--- config.mk ---
export PLATFORM = sky130hd
export DESIGN_NAME = gpio_axil
export DESIGN_NICKNAME = d
export VERILOG_FILES = /design/src/rtl/gpio_axil_pkg.sv /design/src/rtl/gpio_axil_sync.sv /design/src/rtl/gpio_axil_wch.sv /design/src/rtl/gpio_axil_rch.sv /design/src/rtl/gpio_axil.sv
export SDC_FILE = /design/constraint.sdc
export NUM_CORES = 1
export LEC_CHECK = 0
export ABC_AREA = 1
export BUFFER_PORTS_ARGS = -buffer_cell sky130_fd_sc_hd__buf_4
export CAP_MARGIN = 20
export CORE_AREA = 2 2 119 92
export CTS_CLUSTER_SIZE = 30
export DETAILED_ROUTE_END_ITERATION = 16
export DIE_AREA = 0 0 121 94
export GPL_ROUTABILITY_DRIVEN = 0
export PLACE_DENSITY = 0.82
export SYNTH_ARGS = -nofsm -noshare
export SYNTH_HDL_FRONTEND = slang
export SYNTH_SLANG_ARGS = --single-unit
--- constraint.sdc ---
create_clock -name clk_i -period 1.5 [get_ports clk_i]
set_clock_uncertainty 0.15 [all_clocks]
set_input_delay 0.3 -clock clk_i [delete_from_list [all_inputs] [get_ports clk_i]]
set_output_delay 0.3 -clock clk_i [all_outputs]
set_load 0.05 [all_outputs]
--- src/rtl/gpio_axil_pkg.sv ---
package gpio_axil_pkg;
  localparam int unsigned DATA_W = 32;
  localparam int unsigned STRB_W = DATA_W / 8;
  localparam logic [1:0]  RESP_OKAY = 2'b00;

  typedef enum logic [1:0] {
    SEL_OUT  = 2'd0,
    SEL_DIR  = 2'd1,
    SEL_IN   = 2'd2,
    SEL_NONE = 2'd3
  } reg_sel_e;

  function automatic reg_sel_e decode(input logic [31:0] addr);
    if (addr[31:4] != '0) return SEL_NONE;
    return reg_sel_e'(addr[3:2]);
  endfunction
endpackage

--- src/rtl/gpio_axil_sync.sv ---
module gpio_axil_sync #(
  parameter int unsigned W = 16
) (
  input  logic         clk_i,
  input  logic         rst_ni,
  input  logic [W-1:0] d_i,
  output logic [W-1:0] q_o
);
  logic [W-1:0] s1_q, s2_q;
  always_ff @(posedge clk_i or negedge rst_ni) begin
    if (!rst_ni) begin
      s1_q <= '0;
      s2_q <= '0;
    end else begin
      s1_q <= d_i;
      s2_q <= s1_q;
    end
  end
  assign q_o = s2_q;
endmodule

--- src/rtl/gpio_axil_wch.sv ---
module gpio_axil_wch
  import gpio_axil_pkg::*;
#(
  parameter int unsigned ADDR_W = 4
) (
  input  logic              clk_i,
  input  logic              rst_ni,
  input  logic [ADDR_W-1:0] awaddr_i,
  input  logic              awvalid_i,
  output logic              awready_o,
  input  logic [DATA_W-1:0] wdata_i,
  input  logic [STRB_W-1:0] wstrb_i,
  input  logic              wvalid_i,
  output logic              wready_o,
  output logic              bvalid_o,
  input  logic              bready_i,
  output logic              cmt_o,
  output logic [ADDR_W-1:0] cmt_addr_o,
  output logic [DATA_W-1:0] cmt_data_o,
  output logic [STRB_W-1:0] cmt_strb_o
);
  logic              aw_held_q, w_held_q, bvalid_q;
  logic [ADDR_W-1:0] aw_addr_q;
  logic [DATA_W-1:0] w_data_q;
  logic [STRB_W-1:0] w_strb_q;
  logic aw_hs, w_hs, b_hs;

  assign awready_o = !aw_held_q;
  assign wready_o  = !w_held_q;
  assign bvalid_o  = bvalid_q;
  assign aw_hs = awvalid_i && awready_o;
  assign w_hs  = wvalid_i && wready_o;
  assign b_hs  = bvalid_q && bready_i;

  // a value arriving this cycle bypasses its holding register
  assign cmt_o      = (aw_held_q || aw_hs) && (w_held_q || w_hs) && !bvalid_q;
  assign cmt_addr_o = aw_held_q ? aw_addr_q : awaddr_i;
  assign cmt_data_o = w_held_q ? w_data_q : wdata_i;
  assign cmt_strb_o = w_held_q ? w_strb_q : wstrb_i;

  always_ff @(posedge clk_i or negedge rst_ni) begin
    if (!rst_ni) begin
      aw_held_q <= 1'b0;
      w_held_q  <= 1'b0;
      bvalid_q  <= 1'b0;
      aw_addr_q <= '0;
      w_data_q  <= '0;
      w_strb_q  <= '0;
    end else begin
      if (aw_hs) begin
        aw_held_q <= 1'b1;
        aw_addr_q <= awaddr_i;
      end
      if (w_hs) begin
        w_held_q <= 1'b1;
        w_data_q <= wdata_i;
        w_strb_q <= wstrb_i;
      end
      if (cmt_o) bvalid_q <= 1'b1;
      if (b_hs) begin
        bvalid_q  <= 1'b0;
        aw_held_q <= 1'b0;
        w_held_q  <= 1'b0;
      end
    end
  end
endmodule

--- src/rtl/gpio_axil_rch.sv ---
module gpio_axil_rch
  import gpio_axil_pkg::*;
(
  input  logic              clk_i,
  input  logic              rst_ni,
  input  logic              arvalid_i,
  output logic              arready_o,
  output logic              rvalid_o,
  input  logic              rready_i,
  output logic [DATA_W-1:0] rdata_o,
  input  logic [DATA_W-1:0] rd_word_i
);
  logic              rvalid_q;
  logic [DATA_W-1:0] rdata_q;

  assign arready_o = !rvalid_q;
  assign rvalid_o  = rvalid_q;
  assign rdata_o   = rdata_q;

  always_ff @(posedge clk_i or negedge rst_ni) begin
    if (!rst_ni) begin
      rvalid_q <= 1'b0;
      rdata_q  <= '0;
    end else if (arvalid_i && arready_o) begin
      rvalid_q <= 1'b1;
      rdata_q  <= rd_word_i;
    end else if (rvalid_q && rready_i) begin
      rvalid_q <= 1'b0;
    end
  end
endmodule

--- src/rtl/gpio_axil.sv ---
module gpio_axil
  import gpio_axil_pkg::*;
#(
  parameter int unsigned ADDR_W = 4,
  parameter int unsigned GPIO_W = 16
) (
  input  logic              clk_i,
  input  logic              rst_ni,
  input  logic [ADDR_W-1:0] awaddr_i,
  input  logic              awvalid_i,
  output logic              awready_o,
  input  logic [31:0]       wdata_i,
  input  logic [3:0]        wstrb_i,
  input  logic              wvalid_i,
  output logic              wready_o,
  output logic [1:0]        bresp_o,
  output logic              bvalid_o,
  input  logic              bready_i,
  input  logic [ADDR_W-1:0] araddr_i,
  input  logic              arvalid_i,
  output logic              arready_o,
  output logic [31:0]       rdata_o,
  output logic [1:0]        rresp_o,
  output logic              rvalid_o,
  input  logic              rready_i,
  input  logic [GPIO_W-1:0] gpio_i,
  output logic [GPIO_W-1:0] gpio_o,
  output logic [GPIO_W-1:0] gpio_oe_o
);
  localparam int unsigned PAD_W = DATA_W - GPIO_W;

  logic              cmt;
  logic [ADDR_W-1:0] cmt_addr;
  logic [DATA_W-1:0] cmt_data;
  logic [STRB_W-1:0] cmt_strb;
  logic [GPIO_W-1:0] out_q, dir_q, in_sync;
  logic [DATA_W-1:0] rd_word;
  reg_sel_e          wr_sel, rd_sel;

  gpio_axil_wch #(.ADDR_W(ADDR_W)) u_wch (
    .clk_i, .rst_ni,
    .awaddr_i, .awvalid_i, .awready_o,
    .wdata_i, .wstrb_i, .wvalid_i, .wready_o,
    .bvalid_o, .bready_i,
    .cmt_o(cmt), .cmt_addr_o(cmt_addr), .cmt_data_o(cmt_data), .cmt_strb_o(cmt_strb)
  );

  gpio_axil_rch u_rch (
    .clk_i, .rst_ni,
    .arvalid_i, .arready_o,
    .rvalid_o, .rready_i, .rdata_o,
    .rd_word_i(rd_word)
  );

  gpio_axil_sync #(.W(GPIO_W)) u_sync (
    .clk_i, .rst_ni, .d_i(gpio_i), .q_o(in_sync)
  );

  assign bresp_o = RESP_OKAY;
  assign rresp_o = RESP_OKAY;
  assign wr_sel  = decode(32'(cmt_addr));
  assign rd_sel  = decode(32'(araddr_i));

  always_ff @(posedge clk_i or negedge rst_ni) begin
    if (!rst_ni) begin
      out_q <= '0;
      dir_q <= '0;
    end else if (cmt) begin
      for (int b = 0; b < GPIO_W; b++) begin
        if (cmt_strb[b/8]) begin
          if (wr_sel == SEL_OUT) out_q[b] <= cmt_data[b];
          if (wr_sel == SEL_DIR) dir_q[b] <= cmt_data[b];
        end
      end
    end
  end

  always_comb begin
    unique case (rd_sel)
      SEL_OUT: rd_word = {{PAD_W{1'b0}}, out_q};
      SEL_DIR: rd_word = {{PAD_W{1'b0}}, dir_q};
      SEL_IN:  rd_word = {{PAD_W{1'b0}}, in_sync};
      default: rd_word = '0;
    endcase
  end

  assign gpio_o    = out_q;
  assign gpio_oe_o = dir_q;
endmodule

## Yosys cells after proc, flatten, opt, wreduce, memory -nomap -nowiden

Index checks and enable logic that the tools add are counted.

| word-level totals | value |
|---|---|
| flip-flop bits (word level) | 122 |
| output and inout port bits | 73 |
| ROM bits | 0 |
| memory bits (writable) | 0 |
| latch bits | 0 |
| memories kept | 0 |
| bits of input ports | 67 |
| logic and storage cells | 52 |

| operators by class | value |
|---|---|
| shift operators | 0 |
| equal/unequal tests | 3 |
| $add $sub $neg | 0 |
| multiply operators | 0 |
| reduce and logical (&&, ||, !) cells | 23 |
| bitwise logic cells | 0 |
| order comparisons | 0 |
| mux-type cells | 12 |
| div/mod/pow operators | 0 |

Operators by type and width:

| kind | count |
|---|---|
| $pmux W16 S3 | 1 |
| $mux W16 | 1 |
| $reduce_and A3 Y1 | 4 |
| $mux W1 | 8 |
| $reduce_bool A2 Y1 | 4 |
| $logic_and A1 B1 Y1 | 7 |
| $eq A2 B1 Y1 const B | 2 |
| $logic_not A1 Y1 | 4 |
| $logic_not A2 Y1 | 2 |
| $mux W4 | 1 |
| $eq A2 B2 Y1 const B | 1 |
| $logic_or A1 B1 Y1 | 2 |
| $mux W2 | 1 |

## Longest topological paths before layout

| logic depth | value |
|---|---|
| depth after elaboration | 7 |
| gate-level depth with buffers | 9 |
| depth with buffers taken out | 7 |

## Cells and area by module

From an unflattened synthesis, not the netlist that was laid out.

| unflattened totals | value |
|---|---|
| cells, all modules | 670 |
| area total of the unflattened synthesis | 6089.6 µm² |

By module, submodules not included:

| module | area an instance (µm²) | instances | sequential area each (µm²) | cells an instance |
|---|---|---|---|---|
| gpio_axil_wch | 2298.5 | 1 | 1076.0 | 276 |
| gpio_axil | 1657.8 | 1 | 800.8 | 220 |
| gpio_axil_rch | 1332.5 | 1 | 825.8 | 142 |
| gpio_axil_sync | 800.8 | 1 | 800.8 | 32 |

## Worst setup path after synthesis

OpenSTA, ideal clock, no wires.

| path | value |
|---|---|
| kind | reg2reg |
| start point | register u_rch.rvalid_q, in the netlist u_rch.rvalid_o |
| end point | register u_rch.rdata_q[10], in the netlist u_rch.rdata_o[10] |
| required time | 1.284 ns |
| buffers on the path | 1 |
| stages on the path, launching flop included | 7 |
| library setup time | 0.066 ns |
| setup slack | -0.436 ns |
| arrival | 1.721 ns |
| clock period less this slack | 1.936 ns |
| path through | dfrtp_1 > inv_1 > nand2_1 > inv_1 > buf_2 > nand2_1 > nand2_1 |

| between the ends | value |
|---|---|
| cells in the longest elaborated chain, start to end | 2 |

RTL lines:

| item | line | source |
|---|---|---|
| start: declaration | gpio_axil_rch.sv:13 | `logic rvalid_q;` |
| start signal: assignment | gpio_axil_rch.sv:22 | `rvalid_q <= 1'b0;` |
| start signal: assignment | gpio_axil_rch.sv:25 | `rvalid_q <= 1'b1;` |
| start signal: assignment | gpio_axil_rch.sv:28 | `rvalid_q <= 1'b0;` |
| $logic_not A1 Y1 | gpio_axil_rch.sv:16 | `assign arready_o = !rvalid_q;` |
| named net arready_o | gpio_axil.sv:21 | `output logic arready_o,` |
| $logic_and A1 B1 Y1 | gpio_axil_rch.sv:24 | `end else if (arvalid_i && arready_o) begin` |
| end signal: assignment | gpio_axil_rch.sv:26 | `rdata_q <= rd_word_i;` |
| end: declaration | gpio_axil_rch.sv:14 | `logic [DATA_W-1:0] rdata_q;` |

The timed path passes the listed nets, and every way through them passes these cells.
A chain may end at the register's enable or synchronous reset.

## Final worst setup path

| path | value |
|---|---|
| start point | register u_wch.w_held_q |
| end point | output port wready_o |

| between the ends | value |
|---|---|
| cells in the longest elaborated chain, start to end | 1 |

RTL lines:

| item | line | source |
|---|---|---|
| start: declaration | gpio_axil_wch.sv:22 | `logic aw_held_q, w_held_q, bvalid_q;` |
| start signal: assignment | gpio_axil_wch.sv:44 | `w_held_q <= 1'b0;` |
| start signal: assignment | gpio_axil_wch.sv:55 | `w_held_q <= 1'b1;` |
| start signal: assignment | gpio_axil_wch.sv:63 | `w_held_q <= 1'b0;` |
| $logic_not A1 Y1 | gpio_axil_wch.sv:29 | `assign wready_o = !w_held_q;` |
| end: declaration | gpio_axil.sv:15 | `output logic wready_o,` |

No other way between the ends.

==> flow_summary.ini <==
[power_and_ir_drop]
vdd_drop_max_v = 0.00167
p_per_area_mw_per_mm2 = 2220
leakage_nw = 3.19

[clock_tree]
cts.sink_count = 104
clk_latency_ns = 0.35
htree_levels = 3
cts_buffer_depth = 2
cts-root-buf = clkbuf_16
numCtsBuffers = 9
cts_tree = yes
cts.reportedPaths.clkPinSlew_ns = 0.06

[routing]
initialDrtViolationCount = 222
wirelength_um = 11400
firstDrtPassIters = 4
wl_per_cell_um = 14.5
met3_length_um = 784
num_vias = 3832
highest_layer = met4
dr_wl_met2_um = 5620
viasPerCell = 4.86
route.detailed.drc = 0
wl_met1_um = 4830
postRouteAntennaNets = 0

[floorplan]
rows = 32
die-area_sq_mm = 0.0114
die-width_um = 121
ioPinCount = 140
start_util_pct = 45.6
fp.dieH_um = 94
core_area_sq_mm = 0.0101

[setup_path]
cp_num_buf_inv = 2
r2r_start = u_wch.aw_held_q$_DFFE_PN0P_
r2r-end = gpio_oe_o[9]$_DFFE_PN0P_
cp.required_ns = 1.05
crit_cells = 2
cpPeakStageDelay_ns = 0.47
critPathLaunchType = flop
worstRegToRegCells = 6
crit_family = flip-flops
crit_start = u_wch.w_held_q$_DFFE_PN0P_
crit_end = wready_o
critPathCaptureType = output port
cp.arrival_ns = 1.05
crit_fanout = 6
worstSetupPathType = flop to output port
cp_slowest_cell = dfrtp_2
worstPathCellList = inv_8 -> buf_8
r2r_slack_ns = 0.05

[finish]
area_delta_synth_final_pct = 33.1
layout.nets = 715
antenna_cells = 0
drive_above_1_share_pct = 24.5

[place]
dp_hpwl_um = 8020
port_buffers = 97
place_ws_ns = -0.00387

[yosys]
postSynthAreaPerCell_sq_um = 8.83
synthSimpleGateAreaFrac_pct = 22.7
synthXorXnorAreaFrac_pct = 0
ys_types = 23
ys_ff_latch = 104
yosysSeqAreaShare_pct = 56.4
synth_area_sq_mm = 0.00462
synth_top_family_by_area = simple AND/OR/NAND/NOR gates
synth_mux_area_share_pct = 0.488
synthAdderAreaFrac_pct = 0
synth_compound_gate_area_share_pct = 9.32
synthCells = 523
yosys_warnings = 0

[grt]
grt_usage_pct = 21.0
grt_max_degree = 41
gr-total-overflow = 0
antenna_found_initial = 0
grt_pass1_wl_um = 18300
grt_pass1_vias = 3745

[outcome]
outcome = finished, final reports clean

[hold_path]
holdCritPathClass = primary input to flop

[timing]
fin_crit_ns = 1.50
period_share_pct = 99.7
layout_setup_ws_ns = 0.00493
hold_viol = 0
rsz0062_at_grt = true
finalSetupViolations = 0
fmax_mhz = 669
finalSetupTns_ns = 0
final_max_slew_viol_count = 0

[flow_run]
max-cap-violations = 0
## how the worst min path moves through the flow
| stage | startpoint | end | slack (ns) | depth (start not counted) |
|---|---|---|---|---|
| 6_report | wstrb_i[0] | u_wch.w_strb_q[0]$_DFFE_PN0P_ | 0.05 | 2 |
| 5_1_grt | wstrb_i[0] | u_wch.w_strb_q[0]$_DFFE_PN0P_ | 0.05 | 2 |
| 4_1_cts | wstrb_i[0] | u_wch.w_strb_q[0]$_DFFE_PN0P_ | 0.04 | 2 |
| 3_5_place_dp | rst_ni | u_sync.q_o[11]$_DFF_PN0_ | 0.05 | 1 |
| 3_3_place_gp | rst_ni | u_sync.s1_q[11]$_DFF_PN0_ | 0.05 | 1 |
| 2_1_floorplan | rst_ni | gpio_o[0]$_DFFE_PN0P_ | -0.15 | 0 |
## sequential cells by signal, indices dropped and copies added, names as in the netlist
signal	cells
u_sync.s1_q	16
u_wch.bvalid_o	1
u_wch.aw_addr_q	2
u_rch.rdata_o	16
gpio_oe_o	16
u_rch.rvalid_o	1
u_wch.w_data_q	16
u_wch.w_held_q	1
u_sync.q_o	16
gpio_o	16
u_wch.w_strb_q	2
u_wch.aw_held_q	1
## kinds of logic (layout without fill, tap and decap cells)
family / count (synthesis) / in the layout
flip-flops: 104 / 104
AND/OR/NAND/NOR: 241 / 243
AO/OA/AOI/OAI: 70 / 70
other: 1 / 20
multiplexers: 2 / 2
buffers and inverters: 105 / 213
## layout make-up
| class | instances | area [sq um] |
|---|---|---|
| fill | 862 | 3990 |
| inverter | 65 | 265 |
| clock inverter | 4 | 70.1 |
| sequential | 104 | 2610 |
| clock buffer | 11 | 233 |
| timing repair buffer | 133 | 1170 |
| multi-input combinational | 335 | 1620 |
| tap | 136 | 170 |
## repair_timing
item,4_1_cts,5_1_grt
setup buffers,0,1
pin swaps,0,12
gates resized for setup,7,18
gates cloned,0,2
endpoints found under the setup margin,7,35
endpoints found under the hold margin,71,0
hold buffers,19,0
## per-layer routing
layer	vias to the layer above	global-route usage, %
met4	0	5.62
met3	14	5.04
li1	1837	-
met1	1832	27.1
met2	149	35.5
met5	-	0
## cell usage after synthesis
cell	count	share of area, %
inv_1	59	4.8
buf_4	23	3.7
nand3_1	48	5.2
a21oi_1	1	0.11
o21bai_1	32	5.2
inv_2	5	0.41
nand3_2	2	0.43
nor2_2	3	0.41
nand2_4	3	0.73
buf_6	2	0.49
nand2_2	1	0.14
clkbuf_1	7	0.57
conb_1	1	0.081
nor2_8	2	0.87
nor2_4	1	0.24
inv_4	1	0.14
dfrtp_1	104	56
buf_2	8	0.87
nor2_1	2	0.16
o21ai_1	11	1.2
mux2_2	2	0.49
nand2_1	179	15
o21ai_0	26	2.8
## where the power goes
part | total, mW | switching [mW] | leakage [nW] | internal [mW]
Combinational | 6.71 | 4.58 | 1.79 | 2.12
Sequential | 4.51 | 0.780 | 1.25 | 3.73
Clock | 2.41 | 0.965 | 0.149 | 1.45
## cells in the final DEF, fill, tap and decap left out, types with 3 or more instances in the layout
cell	n
nand2_1	174
dfrtp_1	100
buf_4	99
inv_1	57
nand3_1	48
o21bai_1	32
o21ai_0	23
conb_1	20
dlygate4sd3_1	19
o21ai_1	14
clkbuf_16	9
buf_12	7
nand2_4	5
buf_6	5
inv_4	4
nand2_2	4
dfrtp_2	4
nor2_2	3
nor2_4	3
buf_8	3
## worst register-to-register path: stages (launching register included)
cell and delay [ns]:
dfrtp_2 0.43, nor2_2 0.07, nor2_4 0.14, nand2_4 0.15
nor2_4 0.24, nand3_1 0.11, nand2_1 0.09
## stage by stage
stage | power (mW) | hold slack (ns) | area, sq um | instances | util, %
after floorplan | 8.93 | -0.146 | 4730 | 542 | -
after global placement | 10.7 | 0.0491 | 5560 | 751 | 54.9
after detailed placement | 11.0 | 0.0507 | 5560 | 751 | 54.9
after CTS | 13.5 | 0.0410 | 6070 | 785 | 59.9
after global routing | 14.4 | 0.0520 | 6140 | 788 | 60.6
final | 13.6 | 0.0525 | 6140 | 788 | 60.6
(Power assumes the default switching activity.)
